`src/rtl/gpio_ovr_pkg.sv`:
```
package gpio_ovr_pkg;
    localparam int unsigned SYNC_STAGES = 2;

    typedef enum logic [1:0] {
        RD_NONE = 2'd0,
        RD_DIR  = 2'd1,
        RD_OUT  = 2'd2,
        RD_PIN  = 2'd3
    } rd_sel_e;
endpackage

```
`src/rtl/gpio_ovr_regs.sv`:
```
module gpio_ovr_regs #(
    parameter int unsigned W = 8
) (
    input  logic         clk_i,
    input  logic         rst_ni,
    input  logic [W-1:0] wdata_i,
    input  logic         dir_wr_i,
    input  logic         out_wr_i,
    input  logic         pin_wr_i,
    input  logic [W-1:0] tgl_en_i,
    output logic [W-1:0] dir_q_o,
    output logic [W-1:0] out_q_o
);
    logic [W-1:0] out_base;
    logic [W-1:0] out_nxt;

    always_comb begin
        out_base = out_wr_i ? wdata_i : out_q_o;
        out_nxt  = out_base ^ (pin_wr_i ? wdata_i : '0) ^ tgl_en_i;
    end

    always_ff @(posedge clk_i or negedge rst_ni) begin
        if (!rst_ni) begin
            dir_q_o <= '0;
            out_q_o <= '0;
        end else begin
            if (dir_wr_i) begin
                dir_q_o <= wdata_i;
            end
            out_q_o <= out_nxt;
        end
    end

    AST_TGL_FLIP: assert property (@(posedge clk_i) disable iff (!rst_ni)
        (!out_wr_i && !pin_wr_i) |=> ((out_q_o ^ $past(out_q_o)) == $past(tgl_en_i)));

    AST_DIR_HOLD: assert property (@(posedge clk_i) disable iff (!rst_ni)
        !dir_wr_i |=> $stable(dir_q_o));
endmodule

```
`src/rtl/gpio_ovr_pin.sv`:
```
module gpio_ovr_pin (
    input  logic clk_i,
    input  logic rst_ni,
    input  logic dir_q_i,
    input  logic out_q_i,
    input  logic pu_dis_i,
    input  logic sleep_i,
    input  logic pu_ovr_en_i,
    input  logic pu_ovr_val_i,
    input  logic dir_ovr_en_i,
    input  logic dir_ovr_val_i,
    input  logic val_ovr_en_i,
    input  logic val_ovr_val_i,
    input  logic ie_ovr_en_i,
    input  logic ie_ovr_val_i,
    input  logic pad_in_i,
    output logic pad_oe_o,
    output logic pad_out_o,
    output logic pad_pu_o,
    output logic pad_ie_o,
    output logic din_o
);
    logic reg_pu;

    always_comb begin
        reg_pu    = !dir_q_i && out_q_i && !pu_dis_i;
        pad_pu_o  = pu_ovr_en_i ? pu_ovr_val_i : reg_pu;
        pad_oe_o  = dir_ovr_en_i ? dir_ovr_val_i : dir_q_i;
        pad_out_o = pad_oe_o && (val_ovr_en_i ? val_ovr_val_i : out_q_i);
        pad_ie_o  = ie_ovr_en_i ? ie_ovr_val_i : !sleep_i;
        din_o     = pad_in_i && pad_ie_o;
    end

    AST_PU_NOT_DRIVEN: assert property (@(posedge clk_i) disable iff (!rst_ni)
        (pad_pu_o && !pu_ovr_en_i && !dir_ovr_en_i) |-> !pad_oe_o);

    AST_SLEEP_IE_OFF: assert property (@(posedge clk_i) disable iff (!rst_ni)
        (sleep_i && !ie_ovr_en_i) |-> (!pad_ie_o && !din_o));

    AST_IDLE_PAD_LOW: assert property (@(posedge clk_i) disable iff (!rst_ni)
        !pad_oe_o |-> !pad_out_o);
endmodule

```
`src/rtl/gpio_ovr_sync.sv`:
```
module gpio_ovr_sync #(
    parameter int unsigned W = 8
) (
    input  logic         clk_i,
    input  logic         rst_ni,
    input  logic [W-1:0] d_i,
    output logic [W-1:0] q_o
);
    import gpio_ovr_pkg::*;

    logic [W-1:0] stage [SYNC_STAGES];

    generate
        for (genvar s = 0; s < SYNC_STAGES; s++) begin : g_stage
            always_ff @(posedge clk_i or negedge rst_ni) begin
                if (!rst_ni) begin
                    stage[s] <= '0;
                end else begin
                    stage[s] <= (s == 0) ? d_i : stage[(s == 0) ? 0 : s-1];
                end
            end
        end
    endgenerate

    assign q_o = stage[SYNC_STAGES-1];

    logic [1:0] warm_q;
    always_ff @(posedge clk_i or negedge rst_ni) begin
        if (!rst_ni) begin
            warm_q <= '0;
        end else if (warm_q != 2'd2) begin
            warm_q <= warm_q + 2'd1;
        end
    end

    AST_SYNC_LATENCY: assert property (@(posedge clk_i) disable iff (!rst_ni)
        (warm_q == 2'd2) |-> (q_o == $past(d_i, 2)));
endmodule

```
`src/rtl/gpio_ovr_port.sv`:
```
module gpio_ovr_port #(
    parameter int unsigned WIDTH = 8
) (
    input  logic             clk_i,
    input  logic             rst_ni,
    input  logic [WIDTH-1:0] bus_wdata_i,
    input  logic             dir_wr_i,
    input  logic             out_wr_i,
    input  logic             pin_wr_i,
    input  logic             dir_rd_i,
    input  logic             out_rd_i,
    input  logic             pin_rd_i,
    output logic [WIDTH-1:0] bus_rdata_o,
    input  logic [WIDTH-1:0] pu_ovr_en_i,
    input  logic [WIDTH-1:0] pu_ovr_val_i,
    input  logic [WIDTH-1:0] dir_ovr_en_i,
    input  logic [WIDTH-1:0] dir_ovr_val_i,
    input  logic [WIDTH-1:0] val_ovr_en_i,
    input  logic [WIDTH-1:0] val_ovr_val_i,
    input  logic [WIDTH-1:0] tgl_ovr_en_i,
    input  logic [WIDTH-1:0] ie_ovr_en_i,
    input  logic [WIDTH-1:0] ie_ovr_val_i,
    input  logic             sleep_i,
    input  logic             pu_dis_i,
    input  logic [WIDTH-1:0] rst_pin_sel_i,
    input  logic [WIDTH-1:0] pad_in_i,
    output logic [WIDTH-1:0] pad_oe_o,
    output logic [WIDTH-1:0] pad_out_o,
    output logic [WIDTH-1:0] pad_pu_o,
    output logic [WIDTH-1:0] pad_ie_o,
    output logic [WIDTH-1:0] raw_in_o
);
    import gpio_ovr_pkg::*;

    logic [WIDTH-1:0] dir_q;
    logic [WIDTH-1:0] out_q;
    logic [WIDTH-1:0] pin_q;
    logic [WIDTH-1:0] rd_raw;
    rd_sel_e          rd_sel;

    gpio_ovr_regs #(.W(WIDTH)) u_regs (
        .clk_i    (clk_i),
        .rst_ni   (rst_ni),
        .wdata_i  (bus_wdata_i),
        .dir_wr_i (dir_wr_i),
        .out_wr_i (out_wr_i),
        .pin_wr_i (pin_wr_i),
        .tgl_en_i (tgl_ovr_en_i),
        .dir_q_o  (dir_q),
        .out_q_o  (out_q)
    );

    generate
        for (genvar p = 0; p < WIDTH; p++) begin : g_pin
            gpio_ovr_pin u_pin (
                .clk_i         (clk_i),
                .rst_ni        (rst_ni),
                .dir_q_i       (dir_q[p]),
                .out_q_i       (out_q[p]),
                .pu_dis_i      (pu_dis_i),
                .sleep_i       (sleep_i),
                .pu_ovr_en_i   (pu_ovr_en_i[p]),
                .pu_ovr_val_i  (pu_ovr_val_i[p]),
                .dir_ovr_en_i  (dir_ovr_en_i[p]),
                .dir_ovr_val_i (dir_ovr_val_i[p]),
                .val_ovr_en_i  (val_ovr_en_i[p]),
                .val_ovr_val_i (val_ovr_val_i[p]),
                .ie_ovr_en_i   (ie_ovr_en_i[p]),
                .ie_ovr_val_i  (ie_ovr_val_i[p]),
                .pad_in_i      (pad_in_i[p]),
                .pad_oe_o      (pad_oe_o[p]),
                .pad_out_o     (pad_out_o[p]),
                .pad_pu_o      (pad_pu_o[p]),
                .pad_ie_o      (pad_ie_o[p]),
                .din_o         (raw_in_o[p])
            );
        end
    endgenerate

    gpio_ovr_sync #(.W(WIDTH)) u_sync (
        .clk_i  (clk_i),
        .rst_ni (rst_ni),
        .d_i    (raw_in_o),
        .q_o    (pin_q)
    );

    always_comb begin
        if (dir_rd_i) begin
            rd_sel = RD_DIR;
        end else if (out_rd_i) begin
            rd_sel = RD_OUT;
        end else if (pin_rd_i) begin
            rd_sel = RD_PIN;
        end else begin
            rd_sel = RD_NONE;
        end
    end

    always_comb begin
        unique case (rd_sel)
            RD_DIR:  rd_raw = dir_q;
            RD_OUT:  rd_raw = out_q;
            RD_PIN:  rd_raw = pin_q;
            default: rd_raw = '0;
        endcase
        bus_rdata_o = rd_raw & ~rst_pin_sel_i;
    end

    AST_RST_PIN_ZERO: assert property (@(posedge clk_i) disable iff (!rst_ni)
        (bus_rdata_o & rst_pin_sel_i) == '0);

    AST_NO_RD_ZERO: assert property (@(posedge clk_i) disable iff (!rst_ni)
        (!dir_rd_i && !out_rd_i && !pin_rd_i) |-> (bus_rdata_o == '0));
endmodule

```
`config.mk`:
```
export PLATFORM = sky130hd
export DESIGN_NAME = gpio_ovr_port
export DESIGN_NICKNAME = d
export VERILOG_FILES = /design/src/rtl/gpio_ovr_pkg.sv /design/src/rtl/gpio_ovr_regs.sv /design/src/rtl/gpio_ovr_pin.sv /design/src/rtl/gpio_ovr_sync.sv /design/src/rtl/gpio_ovr_port.sv
export SDC_FILE = /design/constraint.sdc
export NUM_CORES = 1
export LEC_CHECK = 0
export ABC_AREA = 1
export ABC_CLOCK_PERIOD_IN_PS = 1900
export BUFFER_PORTS_ARGS = -buffer_cell sky130_fd_sc_hd__buf_2
export CAP_MARGIN = 20
export CORE_UTILIZATION = 45
export DETAILED_ROUTE_END_ITERATION = 12
export PLACE_DENSITY = 0.83
export SLEW_MARGIN = 5
export SYNTH_ARGS = -nofsm -noshare
export SYNTH_HDL_FRONTEND = slang
export SYNTH_SLANG_ARGS = --single-unit
```
`constraint.sdc`:
```
create_clock -name clk_i -period 1.9 [get_ports clk_i]
set_input_delay 0.095 -clock clk_i [delete_from_list [all_inputs] [get_ports clk_i]]
set_output_delay 0.095 -clock clk_i [all_outputs]
set_load 0.1 [all_outputs]
```
Word-level counts from Yosys, hierarchy flattened
Cells that the tools add are included.
- output and inout port bits: 48
- bits of input ports: 106
- logic and storage cells: 91
- register bits after elaboration: 32
- equal/unequal tests: 3
- bitwise gates (word level): 4
- reductions and logical operators: 42
- multiplexer cells: 38
- operator list (operator ; number):
    1-bit logical AND ; 32
    1-bit 2-to-1 mux ; 32
    8-bit case mux with 3 select lines ; 1
    8-bit 2-to-1 mux ; 2
    8-bit bitwise XOR ; 2
    1-bit logical NOT ; 10
    8-bit bitwise AND ; 1
    8-bit inverter ; 1
    2-bit 2-to-1 mux ; 3
    2-bit == test (second input constant) ; 2
    2-bit by 1-bit == test with 1-bit output (second input constant) ; 1

Longest topological paths before layout
Gate-level depths: netlist of run 1.
- depth after elaboration: 6
- mapped depth: 8

Cells and area by module
A second synthesis of run 1 with hierarchy kept.
- cells, all modules: 429
- area, all modules: 2578.7 µm²
- by module, submodules not included (module ; area an instance (µm²) ; cells an instance ; instances):
    gpio_ovr_regs ; 1121.1 ; 176 ; 1
    gpio_ovr_pin ; 88.8 ; 21 ; 8
    gpio_ovr_sync ; 460.4 ; 24 ; 1
    gpio_ovr_port ; 286.5 ; 61 ; 1

Least setup slack after synthesis of run 1
No wires, ideal clock.
- path kind: input to output
- from: in pin_rd_i
- to: out bus_rdata_o[1]
- arrival: 1817 ps
- slack: -12 ps
- stages on the path: 6
- cells stage by stage: buf_6 -> nand2_1 -> nand3_4 -> nor2_1 -> nor2_1 -> nor2_1
- cells in the longest elaborated chain, start to end: 6
- RTL lines (element ; RTL line ; RTL):
    from (decl) ; gpio_ovr_port.sv:12 ; input logic pin_rd_i,
    2-bit 2-to-1 mux * ; gpio_ovr_port.sv:92 ; end else if (pin_rd_i) begin
    2-bit 2-to-1 mux * ; gpio_ovr_port.sv:90 ; end else if (out_rd_i) begin
    2-bit 2-to-1 mux * ; gpio_ovr_port.sv:88 ; if (dir_rd_i) begin
    2-bit == test / 2-bit by 1-bit == test with 1-bit output (equally long branches) ; gpio_ovr_port.sv:100 ; unique case (rd_sel)
    8-bit case mux with 3 select lines * ; gpio_ovr_port.sv:100 ;
    8-bit bitwise AND * ; gpio_ovr_port.sv:106 ; bus_rdata_o = rd_raw & ~rst_pin_sel_i;
    to (decl) ; gpio_ovr_port.sv:13 ; output logic [WIDTH-1:0] bus_rdata_o,
Every way passes the cells marked *; elsewhere a longest branch is shown, timed or not.

Worst setup path in the final report of run 1
- from: reg u_regs.out_q_o[7]
- to: out pad_out_o[7]
- cells in the longest elaborated chain, start to end: 2
- RTL lines (element ; RTL line ; RTL):
    from (decl) ; gpio_ovr_regs.sv:12 ; output logic [W-1:0] out_q_o
    from (signal assigned) ; gpio_ovr_regs.sv:30 ; out_q_o <= out_nxt;
    1-bit 2-to-1 mux ; gpio_ovr_pin.sv:29 ; pad_out_o = pad_oe_o && (val_ovr_en_i ? val_ovr_val_i : out_q_i);
    1-bit logical AND ; gpio_ovr_pin.sv:29 ;
    to (decl) ; gpio_ovr_port.sv:28 ; output logic [WIDTH-1:0] pad_out_o,
No other way between the ends.

==> results of run 1 <==
-- layer usage --
layer / vias up / global-route usage (%) / wire length (µm)
met5: - / 0 / 0
met4: 0 / 4.40 / 29
met3: 4 / 4.69 / 405
met2: 109 / 38.1 / 2930
met1: 1084 / 23.4 / 2290
li1: 1317 / - / -
-- power by group --
part	leakage, µW	total [µW]	switching [µW]	internal, µW
Clock	0.0000548	668	273	395
Sequential	0.000397	765	24.4	741
Combinational	0.00145	1110	881	227
-- cell families (layout without fill, tap and decap cells) --
logic type,after synthesis,in the layout,share of synthesized area [%]
AO/OA/AOI/OAI,48,48,10.1
flip-flops,32,32,33.7
AND/OR/NAND/NOR,179,179,31.3
buffers and inverters,108,223,24.8
-- worst max-delay path: cells and delay by family, from the launching register on --
kind,cells,cell delay [ps]
buffers and inverters,3,540
and+or+nand+nor,1,80
AOI/OAI and AO/OA,1,220
DFF,1,350
-- final cells by class --
type	count	area [µm²]	share of cell area, %
Tap cell	70	87.6	2.91
Timing Repair Buffer	154	776	25.8
Clock buffer	5	68.8	2.29
Multi-Input combinational cell	227	998	33.2
Clock inverter	3	46.3	1.54
Sequential cell	32	801	26.6
Inverter	61	231	7.69
-- layout by cell type, fill, tap and decap left out, drive strengths merged --
cell         count
clkinvlp         1
inv             62
nand2          114
o21ai           48
nand3           25
dfrtp           32
nor2            32
dlygate4sd3      1
bufinv           1
buf            153
clkbuf           5
nand4            8
-- metrics by stage --
| step | power, µW | setup WS [ps] | hold WS, ps |
|---|---|---|---|
| finish | 2540 | 333 | 16.9 |
| global route | 2680 | 188 | 21.8 |
| CTS | 2570 | 314 | 10.7 |
| detailed placement | 1890 | 543 | 179 |
| global placement | 1870 | 557 | 174 |
| floorplan | 1730 | 1.19 | -201 |
-- worst paths after layout --
check / startpoint / endpoint / slack, ps / cells after the start
setup / recovery: u_regs.out_q_o[7]$_DFF_PN0_ / pad_out_o[7] / 330 / 5
hold / removal: tgl_ovr_en_i[4] / u_regs.out_q_o[4]$_DFF_PN0_ / 20 / 3
setup reg to reg: u_regs.out_q_o[0]$_DFF_PN0_ / u_regs.out_q_o[0]$_DFF_PN0_ / 910 / 7
hold reg to reg: u_sync.stage[13]$_DFF_PN0_ / u_sync.q_o[5]$_DFF_PN0_ / 350 / 0
max in group asynchronous: rst_ni / u_regs.out_q_o[2]$_DFF_PN0_ / 1060 / 2
min in group asynchronous: rst_ni / u_regs.out_q_o[6]$_DFF_PN0_ / 390 / 2
-- registers in the layout, indices dropped and copies added (netlist names) --
register        count
u_sync.stage        8
u_regs.dir_q_o      8
u_regs.out_q_o      8
u_sync.q_o          8
-- repair_timing --
item | CTS | global route
endpoints found under the hold margin | 32 | 0
hold buffers | 1 | 0
endpoints found under the setup margin | 0 | 0
setup buffers | 0 | 0
==> impl_results.md, run 1 <==
* Dpl hpwl at 4660 µm
* Largest net degree at the start of global routing at 33
* Fin crit period at 1570 ps
* Final setup violation count at 0
* Pleak at 0.00190 µW
* Design Area, Final at 0.00301 mm²
* Critical path cell sequence: inv_1 > o21ai_0 > nand2_1 > inv_1 > buf_2
* Initial Utilization at 46.5%
* Fmax at 638 MHz
* Die extent in x at 74.6 µm
* Seq/Total Area, Yosys at 33.7%
* Total Wirelength at 5660 µm
* Worst Path Class, Setup: reg -> out
* Setup repair after global routing missed its margin: false
* Yosys top cell area share at 33.7%
* Sink Count at 32
* Fill cell count at 495
* Final Max Tran Viols at 0
* # Max-Cap Violations at 0
* Max_slew headroom at 53.4%
* Critical path arrival at 1470 ps
* IO Pins at 154
* # nets final at 587
* Die ar. at 0.00557 mm²
* Top-count cell post-synth: nand2_1
* Cts bufs inserted at 5
* PwrDens at 845 mW/mm²
* Final setup TNS at 0 ps
* DR pass1 iterations at 4
* Worst-Margin Slew at 699 ps
* Ant diodes at 0
* Setup Skew at 1.52 ps
* Core area at 0.00511 mm²
* H-tree depth at 2
* Avg WL per Cell at 10.3 µm
* YS warnings at 0
* First-pass GRT wire length at 8520 µm
* Top_reg_cell synth: dfrtp_1
* Root Buffer: clkbuf_8
* Setup crit end kind: output pin
* Clock slew at reported path FFs at 70 ps
* Total GRT Usage at 20.3%
* Setup crit start kind: register
* Hold Crit Class: in -> reg
* Status: complete, no violations
* Fin crit share at 82.5%
* CTS tree: yes
* EDFF count, synth at 0
* Post-synth ARST share at 100%
* Largest stage delay, worst path at 410 ps
* Post-synth top area cell: dfrtp_1
* RD Place Congestion at 0.732
* Seq cells post-synth at 32
* Synth area leaders: dfrtp_1 34%, nand2_1 18%, buf_4 13%, o21ai_0 10%, inv_1 9.0%
* Final hold vios at 0
* IR drop worst, VDD at 479 µV
* Overall die height at 74.6 µm
* Area Overhead vs Synth at 26.8%
* Synth Area per Inst at 6.47 µm²
* Vias in the first global route at 2056
* # DRC at 0
* Layout cells sized above 1 at 36.3%
* CTS resizes at 0
* Worst Path Max Fanout at 3
* Grt total ovfl at 0
* Maximum clock insertion buffer count at 2
* 1st-iter DRT viols at 90
* Placed cell count at 543
* Post-Syn Area at 0.00237 mm²
* Post-route insts no fill at 552
* Row cnt at 26
* Vias at 2514
* Clk Latency, worst-skew pair at 280 ps
* Most frequent cells after synthesis: 113 x nand2_1, 57 x inv_1, 48 x o21ai_0
* Mapped Cells at 367
* PortBufs at 153
* Syn Nets at 473
* Cell mode on critical path: inv_1
* Placed cell areas at 0.00288 mm²
* CP max stage cell: buf_2
* Via-to-Cell Ratio at 4.55
* Fin util at 58.9%
* Final ANT Viol Nets at 0
* Antenna violations before repair at 0
* Synth unique cells at 16
* CP required at 1800 ps
No activity file was read; power rests on OpenSTA's default activity.
==> inputs of run 2 (changes only) <==
--- a/config.mk
+++ b/config.mk
@@ -6,12 +6,12 @@
 export NUM_CORES = 1
 export LEC_CHECK = 0
 export ABC_AREA = 1
-export ABC_CLOCK_PERIOD_IN_PS = 1900
+export ABC_CLOCK_PERIOD_IN_PS = 1500
 export BUFFER_PORTS_ARGS = -buffer_cell sky130_fd_sc_hd__buf_2
 export CAP_MARGIN = 20
-export CORE_UTILIZATION = 45
+export CORE_UTILIZATION = 43
 export DETAILED_ROUTE_END_ITERATION = 12
-export PLACE_DENSITY = 0.83
+export PLACE_DENSITY = 0.79
 export SLEW_MARGIN = 5
 export SYNTH_ARGS = -nofsm -noshare
 export SYNTH_HDL_FRONTEND = slang
==> constraint.sdc (replaced) <==
create_clock -name clk_i -period 1.5 [get_ports clk_i]
set_input_delay 0.075 -clock clk_i [delete_from_list [all_inputs] [get_ports clk_i]]
set_output_delay 0.075 -clock clk_i [all_outputs]
set_load 0.1 [all_outputs]
==> run 2 against run 1 <==
  * Worst setup slack worse by 260 ps
  * Wire length up 11%
  * Non-clock buffer count grew 4
  * Via count up 1.1%
  * First-iteration DRC count increased by 52%
  * Utilization up 6.2 points
  * Register-to-register slack worse by 410 ps
  * Hold slack worse by 12 ps
==> impl_results.md, run 2 (synthesis gave the netlist of run 1 again) <==
* First-pass GRT wire length at 10800 µm (+27%)
* Fin crit share at 95.1%
* FF-to-FF path depth at 6 (-1)
* Post-route insts no fill at 556 (+0.72%)
* Total Wirelength at 6300 µm (+11%)
* Final ANT Viol Nets at 0 (unchanged)
* Area Overhead vs Synth at 42.9%
* Internal Pwr Total at 1880 µW (+38%)
* CP required at 1420 ps (-380 ps)
* # nets final at 591 (+0.68%)
* Total GRT Usage at 23.2% (+2.9 points)
* Final hold vios at 0 (unchanged)
* Core area at 0.00520 mm² (+1.9%)
* Setup ws final at 73.2 ps (-259 ps)
* Sink Count at 32 (unchanged)
* Grt total ovfl at 0 (unchanged)
* Cell count of the worst hold path at 3 (unchanged)
* Critical path arrival at 1350 ps (-120 ps)
* Layout cells sized above 1 at 36.2% (-0.093 points)
* Ant diodes at 0 (unchanged)
* Setup crit start kind: register
* Dpl hpwl at 5080 µm (+9.0%)
* Switching Share at 44.5% (-1.9 points)
* Setup crit end kind: output pin
* Design Area, Final at 0.00339 mm² (+13%)
* Largest net degree at the start of global routing at 33 (unchanged)
* Setup repair after global routing missed its margin: true
* Initial Utilization at 45.6% (-0.87 points)
* Worst-Margin Slew at 686 ps (-12.4 ps)
* Root Buffer: clkbuf_8
* Hold_ws at 4.68 ps (-12.2 ps)
* PwrDens at 1000 mW/mm² (+18%)
* Vias in the first global route at 2516 (+22%)
* Worst Path Max Fanout at 3 (unchanged)
* Dpl ws at 290 ps (-253 ps)
* Clock power frac at 23.9% (-2.4 points)
* DR pass1 iterations at 4 (unchanged)
* Final Max Tran Viols at 0 (unchanged)
* Clock slew at reported path FFs at 70 ps (about the same)
* IR drop worst, VDD at 576 µV (+20%)
* # Max-Cap Violations at 0 (unchanged)
* Max_slew headroom at 54.2% (+0.83 points)
* Setup Skew at 3.33 ps (+1.81 ps)
* # Post-CTS Setup Buffers at 0 (unchanged)
* Crit. Startpoint: u_regs.dir_q_o[2]$_DFFE_PN0P_
* Placed cell areas at 0.00320 mm² (+11%)
* Commonest non-fill, non-tap cells in the layout: 122 x buf_2, 113 x nand2_1, 57 x inv_1, 40 x o21ai_0, 32 x dfrtp_1
* Commonest non-fill, non-tap cell in the layout: buf_2
* Via-to-Cell Ratio at 4.57 (+0.35%)
* Combinational share of power at 47.4% (+3.8 points)
* Overall die height at 76.3 µm (+2.2%)
* IO Pins at 154 (unchanged)
* Maximum clock insertion buffer count at 2 (unchanged)
* Worst Path Class, Setup: reg -> out
* Reg2Reg Launch Point: u_regs.out_q_o[7]$_DFF_PN0_
* Die extent in x at 76.3 µm (+2.2%)
* Fill cell count at 489 (-1.2%)
* Fin util at 65.1% (+6.2 points)
* Placed cell count at 543 (unchanged)
* Clk Latency, worst-skew pair at 280 ps (about the same)
* RD Place Congestion at 0.747 (+2.0%)
* 1st-iter DRT viols at 137 (+52%)
* Final setup violation count at 0 (unchanged)
* CTS tree: yes
* # DRC at 0 (unchanged)
* Fin crit period at 1430 ps
* Cts bufs inserted at 5 (unchanged)
* Min-delay src: tgl_ovr_en_i[1]
* PortBufs at 153 (unchanged)
* Vias at 2541 (+1.1%)
* Net Switching at 1510 µW (+28%)
* H-tree depth at 2 (unchanged)
* Avg WL per Cell at 11.3 µm (+11%)
* Status: complete, no violations
* Die ar. at 0.00582 mm² (+4.5%)
* Row cnt at 26 (unchanged)
* Pleak at 0.00200 µW (+5.3%)
* Fmax at 701 MHz
* Part of the power in registers at 28.6% (-1.5 points)
* Antenna violations before repair at 0 (unchanged)
* Hold Crit Class: in -> reg
run 2: power by group through the flow:
| stage | Sequential (µW) | Combinational (µW) | Clock, µW |
|---|---|---|---|
| after floorplan | 978 | 1220 | 0 |
| after global routing | 979 | 1720 | 856 |
| after global placement | 983 | 1560 | 0 |
| final | 971 | 1610 | 812 |
| after CTS | 971 | 1600 | 827 |
| after detailed placement | 987 | 1590 | 0 |
run 2: final cells by class:
| type | instances | area, µm² | area share, % |
|---|---|---|---|
| multi-input combinational | 227 | 1000 | 29.6 |
| timing repair buffer | 158 | 1160 | 34.2 |
| clock buffer | 6 | 72.6 | 2.14 |
| clock inverter | 2 | 35.0 | 1.03 |
| sequential | 32 | 801 | 23.6 |
| inverter | 61 | 231 | 6.83 |
| tap | 70 | 87.6 | 2.58 |
run 2: path summary, 6_finish.rpt:
path	to	slack (ps)
min in group asynchronous	u_regs.out_q_o[2]$_DFF_PN0_	360
max reg2reg	u_regs.out_q_o[7]$_DFF_PN0_	500
min	u_regs.out_q_o[1]$_DFF_PN0_	5
min reg2reg	u_sync.q_o[4]$_DFF_PN0_	350
max	pad_oe_o[2]	70
max in group asynchronous	u_sync.stage[9]$_DFF_PN0_	690
run 2: metal layers:
layer / GRT usage (%) / vias up / share of wire (%)
li1: - / 1325 / -
met1: 24.7 / 1115 / 39
met2: 45.1 / 95 / 54
met3: 4.91 / 6 / 6.0
met4: 6.92 / 0 / 1.2
met5: 0 / - / 0
run 2: critical path: stages, from the launching register on:
cell and delay [ps]:
dfrtp_1 350, inv_1 70, o21ai_0 190, buf_2 470
run 2: what timing repair did:
action                                 in CTS  in global routing
hold buffers                                5                  0
endpoints found under the hold margin      36                  0
cloned                                      0                  0
resized for setup                           3                 18
setup endpoints to repair                   3                 15
run 2: metrics by stage:
stage               power (µW)  TNS [ps]
floorplan                 2200         0
global placement          2540         0
detailed placement        2570         0
CTS                       3400         0
global route              3550     -65.9
finish                    3390         0
